[config.mk]
export PLATFORM = sky130hd
export DESIGN_NAME = kbd_mem_panel
export DESIGN_NICKNAME = d
export VERILOG_FILES = /design/src/rtl/kbp_pkg.sv /design/src/rtl/kbp_keydec.sv /design/src/rtl/kbp_entry.sv /design/src/rtl/kbp_runctl.sv /design/src/rtl/kbd_mem_panel.sv
export SDC_FILE = /design/constraint.sdc
export NUM_CORES = 1
export LEC_CHECK = 0
export ABC_AREA = 0
export BUFFER_PORTS_ARGS = -buffer_cell sky130_fd_sc_hd__buf_4
export CORE_ASPECT_RATIO = 0.8
export CORE_UTILIZATION = 44
export CTS_BUF_LIST = sky130_fd_sc_hd__clkbuf_8
export DETAILED_ROUTE_END_ITERATION = 7
export PLACE_DENSITY = 0.72
export RECOVER_POWER = 25
export SETUP_SLACK_MARGIN = 0.2
export SYNTH_ARGS = -nofsm -noshare
export SYNTH_HDL_FRONTEND = slang
export SYNTH_SLANG_ARGS = --single-unit
[constraint.sdc]
create_clock -name clk -period 4 [get_ports clk]
set_input_delay 0.2 -clock clk [delete_from_list [all_inputs] [get_ports clk]]
set_output_delay 0.2 -clock clk [all_outputs]
set_load 0.03 [all_outputs]
[src/rtl/kbp_pkg.sv]
package kbp_pkg;

  localparam logic [7:0] SC_BREAK  = 8'hF0;
  localparam logic [7:0] SC_EXTEND = 8'hE0;
  localparam logic [7:0] SC_SPACE  = 8'h29;
  localparam logic [7:0] SC_ENTER  = 8'h5A;
  localparam logic [7:0] SC_BKSP   = 8'h66;
  localparam logic [7:0] SC_ESC    = 8'h76;
  localparam logic [7:0] SC_KEY_S  = 8'h1B;
  localparam logic [7:0] SC_KEY_R  = 8'h2D;

  typedef enum logic [2:0] {
    KEY_NONE, KEY_HEX, KEY_CLEAR, KEY_DEPOSIT,
    KEY_BACK, KEY_MODE, KEY_STEP, KEY_RUN
  } key_kind_e;

  typedef struct packed {
    key_kind_e  kind;
    logic [3:0] nib;
  } key_t;

  // Scan code set 2 make code to key event
  function automatic key_t decode_scan(input logic [7:0] c);
    key_t r;
    r.kind = KEY_HEX;
    r.nib  = 4'h0;
    case (c)
      8'h45: r.nib = 4'h0;
      8'h16: r.nib = 4'h1;
      8'h1E: r.nib = 4'h2;
      8'h26: r.nib = 4'h3;
      8'h25: r.nib = 4'h4;
      8'h2E: r.nib = 4'h5;
      8'h36: r.nib = 4'h6;
      8'h3D: r.nib = 4'h7;
      8'h3E: r.nib = 4'h8;
      8'h46: r.nib = 4'h9;
      8'h1C: r.nib = 4'hA;
      8'h32: r.nib = 4'hB;
      8'h21: r.nib = 4'hC;
      8'h23: r.nib = 4'hD;
      8'h24: r.nib = 4'hE;
      8'h2B: r.nib = 4'hF;
      SC_SPACE: r.kind = KEY_CLEAR;
      SC_ENTER: r.kind = KEY_DEPOSIT;
      SC_BKSP:  r.kind = KEY_BACK;
      SC_ESC:   r.kind = KEY_MODE;
      SC_KEY_S: r.kind = KEY_STEP;
      SC_KEY_R: r.kind = KEY_RUN;
      default:  r.kind = KEY_NONE;
    endcase
    return r;
  endfunction

  // Replace one nibble of a data byte
  function automatic logic [7:0] put_nib(input logic [7:0] d, input logic [3:0] n,
                                         input logic hi);
    return hi ? {n, d[3:0]} : {d[7:4], n};
  endfunction

endpackage

[src/rtl/kbp_keydec.sv]
module kbp_keydec
  import kbp_pkg::*;
(
  input  logic       clk,
  input  logic       rst_n,
  input  logic [7:0] kb_code,
  input  logic       kb_valid,
  output logic       evt_stb,
  output key_t       evt
);

  logic brk_pend;
  key_t dec;
  logic is_brk, is_ext, emit;

  assign dec    = decode_scan(kb_code);
  assign is_brk = kb_valid && (kb_code == SC_BREAK);
  assign is_ext = kb_valid && (kb_code == SC_EXTEND);
  assign emit   = kb_valid && !is_brk && !is_ext && !brk_pend && (dec.kind != KEY_NONE);

  always_ff @(posedge clk) begin
    if (!rst_n) begin
      brk_pend <= 1'b0;
      evt_stb  <= 1'b0;
      evt      <= '0;
    end else begin
      evt_stb <= emit;
      if (emit) evt <= dec;
      if (is_brk)                brk_pend <= 1'b1;
      else if (kb_valid && !is_ext) brk_pend <= 1'b0;
    end
  end

  AST_BREAK_DROP: assert property (@(posedge clk) disable iff (!rst_n)
    brk_pend && kb_valid |=> !evt_stb);

endmodule

[src/rtl/kbp_entry.sv]
module kbp_entry
  import kbp_pkg::*;
#(
  parameter int ADDR_W = 16
) (
  input  logic              clk,
  input  logic              rst_n,
  input  logic              evt_stb,
  input  key_t              evt,
  input  logic              entry_mode,
  input  logic [7:0]        mem_rdata,
  output logic [ADDR_W-1:0] addr,
  output logic [7:0]        data,
  output logic              busy,
  output logic [ADDR_W-1:0] mem_addr,
  output logic              mem_rd,
  output logic              mem_wr,
  output logic [7:0]        mem_wdata
);

  typedef enum logic [1:0] {ST_IDLE, ST_READ, ST_WAIT, ST_LOAD} seq_e;
  seq_e st;
  logic hi_sel;

  function automatic logic [ADDR_W-1:0] addr_step(input logic [ADDR_W-1:0] a,
                                                  input logic up);
    return up ? a + ADDR_W'(1) : a - ADDR_W'(1);
  endfunction

  logic accept, do_hex, do_clear, do_deposit, do_back;
  assign busy       = (st != ST_IDLE);
  assign accept     = evt_stb && entry_mode && !busy;
  assign do_hex     = accept && (evt.kind == KEY_HEX);
  assign do_clear   = accept && (evt.kind == KEY_CLEAR);
  assign do_deposit = accept && (evt.kind == KEY_DEPOSIT);
  assign do_back    = accept && (evt.kind == KEY_BACK);

  always_ff @(posedge clk) begin
    if (!rst_n) begin
      st        <= ST_IDLE;
      addr      <= '0;
      data      <= '0;
      hi_sel    <= 1'b1;
      mem_addr  <= '0;
      mem_rd    <= 1'b0;
      mem_wr    <= 1'b0;
      mem_wdata <= '0;
    end else begin
      case (st)
        ST_IDLE: begin
          if (do_hex) begin
            data   <= put_nib(data, evt.nib, hi_sel);
            hi_sel <= ~hi_sel;
          end
          if (do_clear) addr <= '0;
          if (do_deposit) begin
            mem_wr    <= 1'b1;
            mem_addr  <= addr;
            mem_wdata <= data;
            addr      <= addr_step(addr, 1'b1);
            hi_sel    <= 1'b1;
            st        <= ST_READ;
          end
          if (do_back) begin
            addr     <= addr_step(addr, 1'b0);
            mem_addr <= addr_step(addr, 1'b0);
            mem_rd   <= 1'b1;
            st       <= ST_WAIT;
          end
        end
        ST_READ: begin
          mem_wr   <= 1'b0;
          mem_rd   <= 1'b1;
          mem_addr <= addr;
          st       <= ST_WAIT;
        end
        ST_WAIT: begin
          mem_rd <= 1'b0;
          st     <= ST_LOAD;
        end
        default: begin
          data <= mem_rdata;
          st   <= ST_IDLE;
        end
      endcase
    end
  end

  AST_NO_RD_WR: assert property (@(posedge clk) disable iff (!rst_n)
    !(mem_rd && mem_wr));
  AST_WR_THEN_RD: assert property (@(posedge clk) disable iff (!rst_n)
    mem_wr |=> mem_rd && (mem_addr == $past(mem_addr) + ADDR_W'(1)));
  AST_BACK_DEC: assert property (@(posedge clk) disable iff (!rst_n)
    do_back |=> mem_rd && (addr == $past(addr) - ADDR_W'(1)));
  AST_CLEAR_ZERO: assert property (@(posedge clk) disable iff (!rst_n)
    do_clear |=> (addr == '0) && !mem_rd && !mem_wr);
  AST_ADDR_HOLD: assert property (@(posedge clk) disable iff (!rst_n)
    evt_stb && !(do_clear || do_deposit || do_back) |=> $stable(addr));
  AST_BUSY_IGNORE: assert property (@(posedge clk) disable iff (!rst_n)
    evt_stb && busy |=> $stable(addr));

endmodule

[src/rtl/kbp_runctl.sv]
module kbp_runctl
  import kbp_pkg::*;
(
  input  logic clk,
  input  logic rst_n,
  input  logic evt_stb,
  input  key_t evt,
  input  logic busy,
  output logic entry_mode,
  output logic cpu_reset,
  output logic cpu_clk_en
);

  logic running, step_q;
  logic do_mode, do_step, do_run;

  assign do_mode = evt_stb && !busy && (evt.kind == KEY_MODE);
  assign do_step = evt_stb && !entry_mode && !running && (evt.kind == KEY_STEP);
  assign do_run  = evt_stb && !entry_mode && (evt.kind == KEY_RUN);

  always_ff @(posedge clk) begin
    if (!rst_n) begin
      entry_mode <= 1'b1;
      running    <= 1'b0;
      step_q     <= 1'b0;
    end else begin
      step_q <= do_step;
      if (do_mode) begin
        entry_mode <= ~entry_mode;
        running    <= 1'b0;
      end else if (do_run) begin
        running <= ~running;
      end
    end
  end

  assign cpu_reset  = entry_mode;
  assign cpu_clk_en = !entry_mode && (running || step_q);

  AST_MODE_FLIP: assert property (@(posedge clk) disable iff (!rst_n)
    do_mode |=> entry_mode != $past(entry_mode));
  AST_NO_CLK_IN_ENTRY: assert property (@(posedge clk) disable iff (!rst_n)
    cpu_reset |-> !cpu_clk_en);

endmodule

[src/rtl/kbd_mem_panel.sv]
module kbd_mem_panel
  import kbp_pkg::*;
#(
  parameter int ADDR_W = 16
) (
  input  logic                      clk,
  input  logic                      rst_n,
  input  logic [7:0]                kb_code,
  input  logic                      kb_valid,
  input  logic [ADDR_W-1:0]         cpu_addr,
  input  logic [7:0]                cpu_data,
  input  logic [7:0]                mem_rdata,
  output logic [ADDR_W-1:0]         mem_addr,
  output logic                      mem_rd,
  output logic                      mem_wr,
  output logic [7:0]                mem_wdata,
  output logic                      cpu_reset,
  output logic                      cpu_clk_en,
  output logic [ADDR_W+8-1:0]       disp_hex,
  output logic [(ADDR_W+8)/4-1:0]   disp_dp
);

  localparam int NDIG = (ADDR_W + 8) / 4;

  logic              evt_stb, busy, entry_mode;
  key_t              evt;
  logic [ADDR_W-1:0] addr;
  logic [7:0]        data;
  logic [NDIG*4-1:0] panel_val, bus_val;

  kbp_keydec u_keydec (
    .clk(clk), .rst_n(rst_n), .kb_code(kb_code), .kb_valid(kb_valid),
    .evt_stb(evt_stb), .evt(evt)
  );

  kbp_entry #(.ADDR_W(ADDR_W)) u_entry (
    .clk(clk), .rst_n(rst_n), .evt_stb(evt_stb), .evt(evt),
    .entry_mode(entry_mode), .mem_rdata(mem_rdata),
    .addr(addr), .data(data), .busy(busy),
    .mem_addr(mem_addr), .mem_rd(mem_rd), .mem_wr(mem_wr), .mem_wdata(mem_wdata)
  );

  kbp_runctl u_runctl (
    .clk(clk), .rst_n(rst_n), .evt_stb(evt_stb), .evt(evt), .busy(busy),
    .entry_mode(entry_mode), .cpu_reset(cpu_reset), .cpu_clk_en(cpu_clk_en)
  );

  assign panel_val = {addr, data};
  assign bus_val   = {cpu_addr, cpu_data};

  for (genvar g = 0; g < NDIG; g++) begin : g_digit
    assign disp_hex[g*4 +: 4] = entry_mode ? panel_val[g*4 +: 4] : bus_val[g*4 +: 4];
    assign disp_dp[g]         = entry_mode;
  end

  AST_DP_WITH_RESET: assert property (@(posedge clk) disable iff (!rst_n)
    cpu_reset |-> (disp_dp == {NDIG{1'b1}}));

endmodule

# Word level (Yosys, flattened, before mapping)
# Index checks and enable logic that the tools add are counted.
totals:
  input_bits: 43
  reg_bits: 65
  elab_cells: 136
  output_inout_bits: 58
classes:
  n_reduce_logical: 46
  n_bitwise: 5
  n_eq_ne: 39
  add_sub_neg: 2
  n_mux: 28
ops:
  columns: ["op", "n"]
  rows:
  - ["8-bit by 6-bit == test with 1-bit output, second input constant", 13]
  - ["16-bit two-way mux", 5]
  - ["4-bit one-hot mux with 15 select lines", 1]
  - ["8-bit by 7-bit == test with 1-bit output, second input constant", 5]
  - ["8-bit by 5-bit == test with 1-bit output, second input constant", 4]
  - ["16-bit one-hot mux with 2 select lines", 1]
  - ["4-bit two-way mux", 6]
  - ["3-bit one-hot mux with 7 select lines", 1]
  - ["1-bit logical AND", 20]
  - ["16-bit by 1-bit adder with 16-bit output, second input constant", 1]
  - ["8-bit == test, second input constant", 2]
  - ["8-bit two-way mux", 2]
  - ["8-bit one-hot mux with 2 select lines", 1]
  - ["16-bit OR reduction", 1]
  - ["16-bit by 1-bit subtractor with 16-bit output, second input constant", 1]
  - ["3-bit == test, second input constant", 4]
  - ["2-bit AND reduction", 6]
  - ["3-bit nonzero test", 3]
  - ["2-bit by 1-bit != test with 1-bit output, second input constant", 4]
  - ["2-bit nonzero test", 4]
  - ["3-bit by 2-bit == test with 1-bit output, second input constant", 2]
  - ["1-bit logical NOT", 6]
  - ["1-bit two-way mux", 6]
  - ["2-bit one-hot mux with 3 select lines", 1]
  - ["other kinds (13)", 20]

# Depth between registers and ports, before layout
# Gate-level depths: netlist of run 1.
logic_depth:
  word_depth: 7
  ltp_mapped: 10
  ltp_nobuf: 8

# Cells and area by module
# A second synthesis of run 1 with hierarchy kept.
unflattened:
  cells_unflattened: 533
  area_unflattened_um2: 4478.0
by_module_without_submodules:
  columns: ["module", "instances", "seq_area_each_um2", "area_per_inst_um2", "cells_each"]
  rows:
  - ["kbp_entry", 1, 1061.0, 2957.8, 376]
  - ["kbp_keydec", 1, 180.2, 917.1, 106]
  - ["kbd_mem_panel", 1, 0.0, 441.7, 33]
  - ["kbp_runctl", 1, 60.1, 161.4, 18]

# Worst setup path after synthesis of run 1
# OpenSTA, ideal clock, no wires.
synth_timing:
  path_kind: "register to register"
  startpoint: "reg u_entry.addr[0]"
  endpoint: "reg u_entry.addr[10]"
  path_slack_ns: 1.913
  path_buffers: 1
  path_stages_with_launch: 8
  required_time_ns: 3.870
  arrival_ns: 1.957
  period_less_slack_ns: 2.087
  setup_ns: 0.130
  path_cell_list: "dfxtp_1 clkbuf_1 inv_1 ha_1 or4b_1 or3_1 a221oi_1 a21oi_1"
synth_via:
  elab_chain_cells: 3
  elab_cells_between_ends: 4
  cone_classes: "add/sub: 2; mux: 2"
synth_lines:
  columns: ["item", "line_no", "rtl"]
  rows:
  - ["start: declaration", "kbp_entry.sv:12", "output logic [ADDR_W-1:0] addr,"]
  - ["start signal: assignment", "kbp_entry.sv:60", "addr <= addr_step(addr, 1'b1);"]
  - ["start signal: assignment", "kbp_entry.sv:65", "addr <= addr_step(addr, 1'b0);"]
  - ["16-bit by 1-bit adder with 16-bit output", "kbp_entry.sv:27", "return up ? a + ADDR_W'(1) : a - ADDR_W'(1);"]
  - ["16-bit two-way mux", "kbp_entry.sv:56", "if (do_deposit) begin"]
  - ["16-bit two-way mux (*)", "kbp_entry.sv:64", "if (do_back) begin"]
# Every way passes the cells marked *; elsewhere a longest branch is shown, timed or not.
# A chain may end at the register's enable or synchronous reset.

# Final worst setup path of run 1
layout_timing:
  startpoint: "reg u_entry.st[0]"
  endpoint: "reg u_entry.mem_addr[3]"
layout_via:
  elab_chain_cells: 6
  elab_cells_between_ends: 12
  cone_classes: "eq/ne: 2; mux: 2; reduce/logical: 8"
layout_lines:
  columns: ["item", "line_no", "rtl"]
  rows:
  - ["start: declaration", "kbp_entry.sv:22", "seq_e st;"]
  - ["start signal: assignment", "kbp_entry.sv:40", "st <= ST_IDLE;"]
  - ["start signal: assignment", "kbp_entry.sv:62", "st <= ST_READ;"]
  - ["start signal: assignment", "kbp_entry.sv:68", "st <= ST_WAIT;"]
  - ["2-bit nonzero test", "kbp_entry.sv:31", "assign busy = (st != ST_IDLE);"]
  - ["1-bit logical NOT", "kbp_entry.sv:32", "assign accept = evt_stb && entry_mode && !busy;"]
  - ["1-bit logical AND", "kbp_entry.sv:32", null]
  - ["1-bit logical AND (on tied branches)", "kbp_entry.sv:36, kbp_entry.sv:35", null]
  - ["16-bit two-way mux / 3-bit by 1-bit != test with 1-bit output (equally long branches)", null, null]
  - ["16-bit one-hot mux with 2 select lines / 2-bit AND reduction (equally long branches)", null, null]
  - ["end signal: assignment", "kbp_entry.sv:58", "mem_addr <= addr;"]
  - ["end signal: assignment", "kbp_entry.sv:66", "mem_addr <= addr_step(addr, 1'b0);"]
  - ["end signal: assignment", "kbp_entry.sv:74", "mem_addr <= addr;"]
  - ["end: declaration", "kbp_entry.sv:15", "output logic [ADDR_W-1:0] mem_addr,"]
# Several ways; a longest one is shown, not always the timed one.

==> summary.md, run 1 <==
| Metric | Value |
|---|---|
| Worst-path clk slew | 0.08 ns |
| Worst r2r src | u_entry.st[0] |
| DR iter-0 viols | 248 |
| DRC violations left | 0 |
| Setup crit end kind | flip-flop |
| Final WL | 11800 um |
| Ys async rst share | 0 |
| Fmax | 331 MHz |
| Worst-Margin Slew | 1.10 ns |
| Critical path required time | 4.26 ns |
| Largest cells by area after synthesis | dfxtp_1 (30%), mux2_2 (6.2%), a21oi_1 (4.8%) |
| Root Driver | clkbuf_8 |
| Setup TNS | 0 ns |
| Sequential element share of the synthesized area | 0.298 |
| CP delay by family, top | simple AND/OR/NAND/NOR gates |
| CP arrival | 3.28 ns |
| Status | finished clean |
| Post-synthesis cell count | 548 |
| Row cnt | 32 |
| Pre-CTS setup slack | 1.04 ns |
| Layout Cells excl Fill | 748 |
| Post-CTS setup buffer count | 0 |
| Antenna violations before repair | 0 |
| Min-Delay Path Class | input port to flip-flop |
| Worst hold start | kb_valid |
| I/O pins | 101 |
| Comb pwr share | 0.067 |
| Largest net degree at the start of global routing | 38 |
| Number of global-route vias before repair | 3951 |
| GRT Total Usage | 0.232 |
| Final GP Congestion | 0.907 |
| Routed vias/inst | 5.79 |
| Most frequent cell after synthesis | dfxtp_1 |
| Hold slack final | 0.0507 ns |
| Cell variety after synth | 71 |
| Crit path launch type | flip-flop |
| First-pass GRT wire length | 19400 um |
| Final min period | 3.02 ns |
| Synth Net Count | 598 |
| PortBufs | 100 |
| Cell count after placement | 732 |
| Final setup violation count | 0 |
| Top cell type's share of synthesized area | 0.298 |
| Gr ovfl total | 0 |
| CTS Hold Bufs | 0 |
| Power Dens Cells | 271 nW/um^2 |
| Synth area leader | dfxtp_1 |
| Number of inserted diodes | 0 |
| Design Power | 1.39 mW |
| R2R Setup Slk | 0.98 ns |
| Bufs and invs on worst path | 1 |
| WHS Path Cells | 2 |
| Yosys Warn Count | 0 |
| Layout cells sized above 1 | 0.224 |
| CTS tree | yes |
| Cell repeated most along the worst path | nand2_1 |
| TritonRoute pass-1 iters | 5 |
| P_sw | 330 uW |
| Post-layout util | 0.533 |
| # clock sinks | 65 |
| Skew final | 0.0132 ns |
| Final cycle utilization of the critical path | 0.756 |
| Synth Register Bits | 65 |
| Total Nets Final | 657 |
| Post-synth top cells | dfxtp_1 (65), nand2_1 (56), nor2_1 (48) |
| Cell chain of the critical path | inv_1 -> ha_1 -> and3_1 -> nand2_1 -> nor2_1 -> nand2_1 -> xnor2_1 -> a211oi_1 |
| Crit-path max FO | 24 |
| Sequential power share | 0.468 |
| R2R cell count | 8 |
| Hold endpoint | u_keydec.brk_pend |
| Max-slew violation count | 0 |
| DP HPWL | 8210 um |
| RSZ-0062 raised after global routing | false |
| Avg Inst Size Synth | 7.97 sq um |
| Die H | 91.1 um |
| Max_slew headroom | 0.270 |
| Die W | 113 um |
| Area Growth Syn to Fin | 17.7% |
| DR WL/cell | 15.8 um |
| CTS Buffer Depth | 2 |
| TritonCTS Buffers | 9 |
| Effective utilization at floorplan | 0.453 |
| Fill count | 940 |
| Post-Synthesis Cell Area | 4370 sq um |
| Maximum vdd drop | 0.134 mV |
| Main flop type after synthesis | dfxtp_1 |
| Final Hold Viols | 0 |
| Core Area | 9650 sq um |
| ANT nets after route | 0 |
| Critical path type | flip-flop to flip-flop |
| Area after DPL | 5020 sq um |
| Die area | 10300 sq um |
| H-tree depth | 3 |
| Max_cap viols | 0 |
| Cell-internal power | 1.06 mW |
| Worst path max stage delay | 0.65 ns |
| Slowest stage cell on the critical path | nor2_1 |
| Number of synthesized flops with an enable pin | 0 |
| R2r endpoint | u_entry.mem_addr[3] |
| Later-pin clock latency in the skew report | 0.35 ns |
| Setup ws final | 0.977 ns |
| Post-route cell area | 5140 sq um |
| CTS resizes | 0 |
| Via count | 4329 |
| Leak | 1.92 nW |
| Clk pwr share | 0.465 |
| Switching portion of total power | 0.237 |
sequential cells by signal (all words and copies together) (netlist names):
| register | count |
|---|---|
| u_entry.mem_wdata | 8 |
| u_entry.st | 2 |
| u_entry.addr | 16 |
| u_keydec.evt_stb | 1 |
| u_entry.mem_addr | 16 |
| u_runctl.cpu_reset | 1 |
| u_entry.mem_wr | 1 |
| u_entry.data | 8 |
| u_runctl.running | 1 |
| u_entry.hi_sel | 1 |
| u_runctl.step_q | 1 |
| u_keydec.evt | 7 |
| u_keydec.brk_pend | 1 |
| u_entry.mem_rd | 1 |
routing by layer:
metal  wire length (um)  vias up  global-route usage
met4                182        0              0.0779
met1               5870     2027               0.338
met3                826       16              0.0507
met5                  0        -                   0
li1                   -     2107                   -
met2               4950      179               0.332
cells by family after synthesis:
logic type | after synthesis | share of synthesized area
xor gates and xnor gates | 17 | 0.0341
DFF | 65 | 0.298
muxes | 29 | 0.0733
adders and majority gates | 7 | 0.0200
and+or+nand+nor | 214 | 0.269
buffers and inverters | 70 | 0.0805
AOI/OAI and AO/OA | 146 | 0.225
power groups by stage:
stage | clock network (mW) | registers [mW] | logic (mW)
final | 0.647 | 0.651 | 0.0936
after global routing | 0.682 | 0.651 | 0.102
after CTS | 0.658 | 0.651 | 0.0941
after detailed placement | 0 | 0.666 | 0.0939
after global placement | 0 | 0.666 | 0.0926
after floorplan | 0 | 0.665 | 0.0568
worst max path at each step:
stage                          startpoint                  end  slack, ns  cells after the start
after detailed placement    u_entry.st[0]  u_entry.mem_addr[9]       1.04                      8
after global placement      u_entry.st[0]  u_entry.mem_addr[9]       1.19                      8
final                       u_entry.st[0]  u_entry.mem_addr[3]       0.98                      8
after global routing        u_entry.st[1]  u_entry.mem_addr[3]       0.68                      8
after floorplan           u_entry.addr[0]     u_entry.addr[10]       1.91                      7
after CTS                   u_entry.st[0]  u_entry.mem_addr[3]       1.00                      8
placed cells by master (no fill, tap or decap), drive strengths merged, types with 5 or more instances in the layout:
cell | synthesis | routed
xor2 | 6 | 6
nor2 | 48 | 48
nor4b | 7 | 7
o21ai | 31 | 31
a221oi | 7 | 7
buf | 28 | 76
or3 | 6 | 6
nand2b | 7 | 7
and3 | 8 | 8
clkbuf | 28 | 38
ha | 7 | 7
a21oi | 42 | 42
o22ai | 6 | 6
nor2b | 11 | 11
nor3 | 14 | 14
a311oi | 11 | 11
inv | 14 | 15
a211oi | 16 | 16
dfxtp | 65 | 65
nand2 | 56 | 56
mux2 | 24 | 24
mux2i | 5 | 5
nor4 | 7 | 7
xnor2 | 11 | 11
a31oi | 8 | 8
nand3 | 15 | 15
layout make-up:
type / count / area [sq um] / area share
Clock buffer: 10 / 138 / 0.0268
Clock inverter: 6 / 90.1 / 0.0175
Inverter: 14 / 52.6 / 0.0102
Multi-Input combinational cell: 413 / 2720 / 0.528
Sequential cell: 65 / 1300 / 0.253
Tap cell: 136 / 170 / 0.0331
Timing Repair Buffer: 104 / 676 / 0.131
No activity file was read; power rests on OpenSTA's default activity.
==> run 2, diff against run 1 <==
Settings changed: PLACE_DENSITY 0.72 to 0.75.
Clock period 4 ns to 2.6 ns, I/O delays scaled along.
==> run 2 against run 1 <==
Net effect: sequential share of layout area down 0.33 points; largest power group unchanged; total power is 39% higher; non-clock buffer count rose by 13; critical path depth unchanged; wire length grew 0.67%; critical path type unchanged; largest cell class unchanged; sequential power grew 54%; setup slack worse by 0.72 ns.
==> summary.md, run 2 (synthesis results as in run 1) <==
| Metric | Value |
|---|---|
| Max-slew violation count | 0 (unchanged) |
| Layout cells sized above 1 | 0.245 (+0.0209) |
| Later-pin clock latency in the skew report | 0.35 ns (about the same) |
| Crit-path max FO | 9 (-63%) |
| Comb pwr share | 0.076 (+0.009) |
| # clock sinks | 65 (unchanged) |
| Gr ovfl total | 0 (unchanged) |
| CTS tree | yes |
| Die area | 10300 sq um (unchanged) |
| Max_slew headroom | 0.260 (-0.00986) |
| RSZ-0062 raised after global routing | true |
| Sequential power share | 0.517 (+0.049) |
| Area Growth Syn to Fin | 19.3% |
| Final WL | 11900 um (+0.67%) |
| Root Driver | clkbuf_8 |
| Power Dens Cells | 372 nW/um^2 (+37%) |
| Die W | 113 um (unchanged) |
| DR iter-0 viols | 284 (+15%) |
| Min-Delay Path Class | input port to flip-flop |
| Skew final | 0.0112 ns (-0.00204 ns) |
| Crit path launch type | flip-flop |
| I/O pins | 101 (unchanged) |
| Cell count after placement | 742 (+1.4%) |
| TritonRoute pass-1 iters | 5 (unchanged) |
| Status | finished clean |
| Final min period | 2.34 ns (-0.684 ns) |
| Worst-Margin Slew | 1.11 ns (+0.0148 ns) |
| GRT Total Usage | 0.230 (-0.00167) |
| Routed vias/inst | 5.83 (+0.79%) |
| First-pass GRT wire length | 19400 um (unchanged) |
| PortBufs | 100 (unchanged) |
| CP arrival | 2.55 ns (-0.73 ns) |
| Commonest non-fill, non-tap cell in the layout | buf_4 |
| Max_cap viols | 0 (unchanged) |
| Core Area | 9650 sq um (unchanged) |
| H-tree depth | 3 (unchanged) |
| Worst path max stage delay | 0.59 ns (-0.06 ns) |
| Via count | 4439 (+2.5%) |
| Final setup violation count | 0 (unchanged) |
| Switching portion of total power | 0.257 (+0.0197) |
| Effective utilization at floorplan | 0.453 (unchanged) |
| Layout Cells excl Fill | 761 (+1.7%) |
| TritonCTS Buffers | 9 (unchanged) |
| Worst-path clk slew | 0.08 ns (about the same) |
| Largest net degree at the start of global routing | 32 (-16%) |
| Final Hold Viols | 0 (unchanged) |
| Commonest cells after routing, fill and taps aside | buf_4 (87), dfxtp_1 (65), nand2_1 (56), nor2_1 (48), a21oi_1 (42) |
| Setup TNS | 0 ns (unchanged) |
| Setup crit end kind | flip-flop |
| Cell chain of the critical path | inv_1 -> ha_1 -> or4b_1 -> or2_2 -> a221oi_1 -> nand2_1 -> o21ai_0 -> nor2_1 |
| Slowest stage cell on the critical path | or4b_1 |
| Die H | 91.1 um (unchanged) |
| DR WL/cell | 15.6 um (-1.1%) |
| Row cnt | 32 (unchanged) |
| Biggest regs | u_entry.addr x16, u_entry.mem_addr x16 |
| DP HPWL | 8370 um (+1.9%) |
| Antenna violations before repair | 0 (unchanged) |
| Cell-internal power | 1.44 mW (+36%) |
| Clk pwr share | 0.407 (-0.058) |
| Final GP Congestion | 0.924 (+1.9%) |
| Leak | 1.97 nW (+2.4%) |
| Critical path required time | 2.81 ns (-1.45 ns) |
| Fmax | 428 MHz (+29%) |
| Maximum vdd drop | 0.189 mV (+41%) |
| Total Nets Final | 670 (+2.0%) |
| Final cycle utilization of the critical path | 0.900 (+0.144) |
| DRC violations left | 0 (unchanged) |
| Critical path type | flip-flop to flip-flop |
| ANT nets after route | 0 (unchanged) |
| CTS Buffer Depth | 2 (unchanged) |
| Number of inserted diodes | 0 (unchanged) |
| Number of global-route vias before repair | 3976 (+0.63%) |
| P_sw | 497 uW (+51%) |
==> run 2: worst max-delay path, delay by kind of cell (launching register included) <==
family,cells,cell delay [ns]
flops,1,0.42
compound gates,2,0.37
buf+inv,1,0.10
fa+ha+maj,1,0.22
simple gates,4,1.09
==> run 2: metrics by stage <==
| stage | instance area [sq um] | total power [mW] | hold WS (ns) | worst slack [ns] | util |
|---|---|---|---|---|---|
| floorplan | 4370 | 1.11 | 0.227 | 0.513 | - |
| global placement | 5110 | 1.17 | 0.331 | 0.378 | 0.529 |
| detailed placement | 5110 | 1.17 | 0.342 | 0.194 | 0.529 |
| CTS | 5300 | 1.95 | 0.0712 | 0.217 | 0.549 |
| global route | 5210 | 2.01 | 0.0814 | 0.158 | 0.540 |
| finish | 5210 | 1.94 | 0.0784 | 0.261 | 0.540 |
==> run 2: cell type report <==
type                       count  area [sq um]
clock buffer                  10           138
tap                          136           170
sequential                    65          1300
fill                         917          4440
inverter                      14          52.6
clock inverter                 6          41.3
timing repair buffer         117           773
multi-input combinational    413          2740
==> run 2: metal layers <==
metal  up-vias  wire length (um)  track usage
li1       2136                 -            -
met1      2084              5670        0.322
met2       202              5190        0.352
met3        17               898       0.0501
met4         0               142       0.0680
met5         -                 0            0
==> run 2: power by group through the flow <==
stage          Clock, mW  Sequential (mW)  Combinational, mW
2_1_floorplan          0             1.02             0.0873
3_3_place_gp           0             1.02              0.143
3_5_place_dp           0             1.02              0.147
4_1_cts            0.798             1.00              0.149
5_1_grt            0.849             1.00              0.160
6_report           0.789             1.00              0.147
==> run 2: worst paths after layout <==
| check | startpoint | end | slack [ns] | cells after the start |
|---|---|---|---|---|
| max | u_entry.addr[0] | u_entry.addr[6] | 0.26 | 8 |
| min | mem_rdata[5] | u_entry.data[5] | 0.08 | 3 |
| max reg2reg | u_entry.addr[0] | u_entry.addr[6] | 0.26 | 8 |
| min reg2reg | u_entry.mem_wdata[2] | u_entry.mem_wdata[2] | 0.47 | 2 |
==> run 2: timing repair <==
action	CTS	global route
endpoints found under the setup margin	1	27
hold endpoints to repair	1	0
hold buffers	1	0
gates resized for setup	1	3
buffers inserted	0	2
pin swaps	0	1
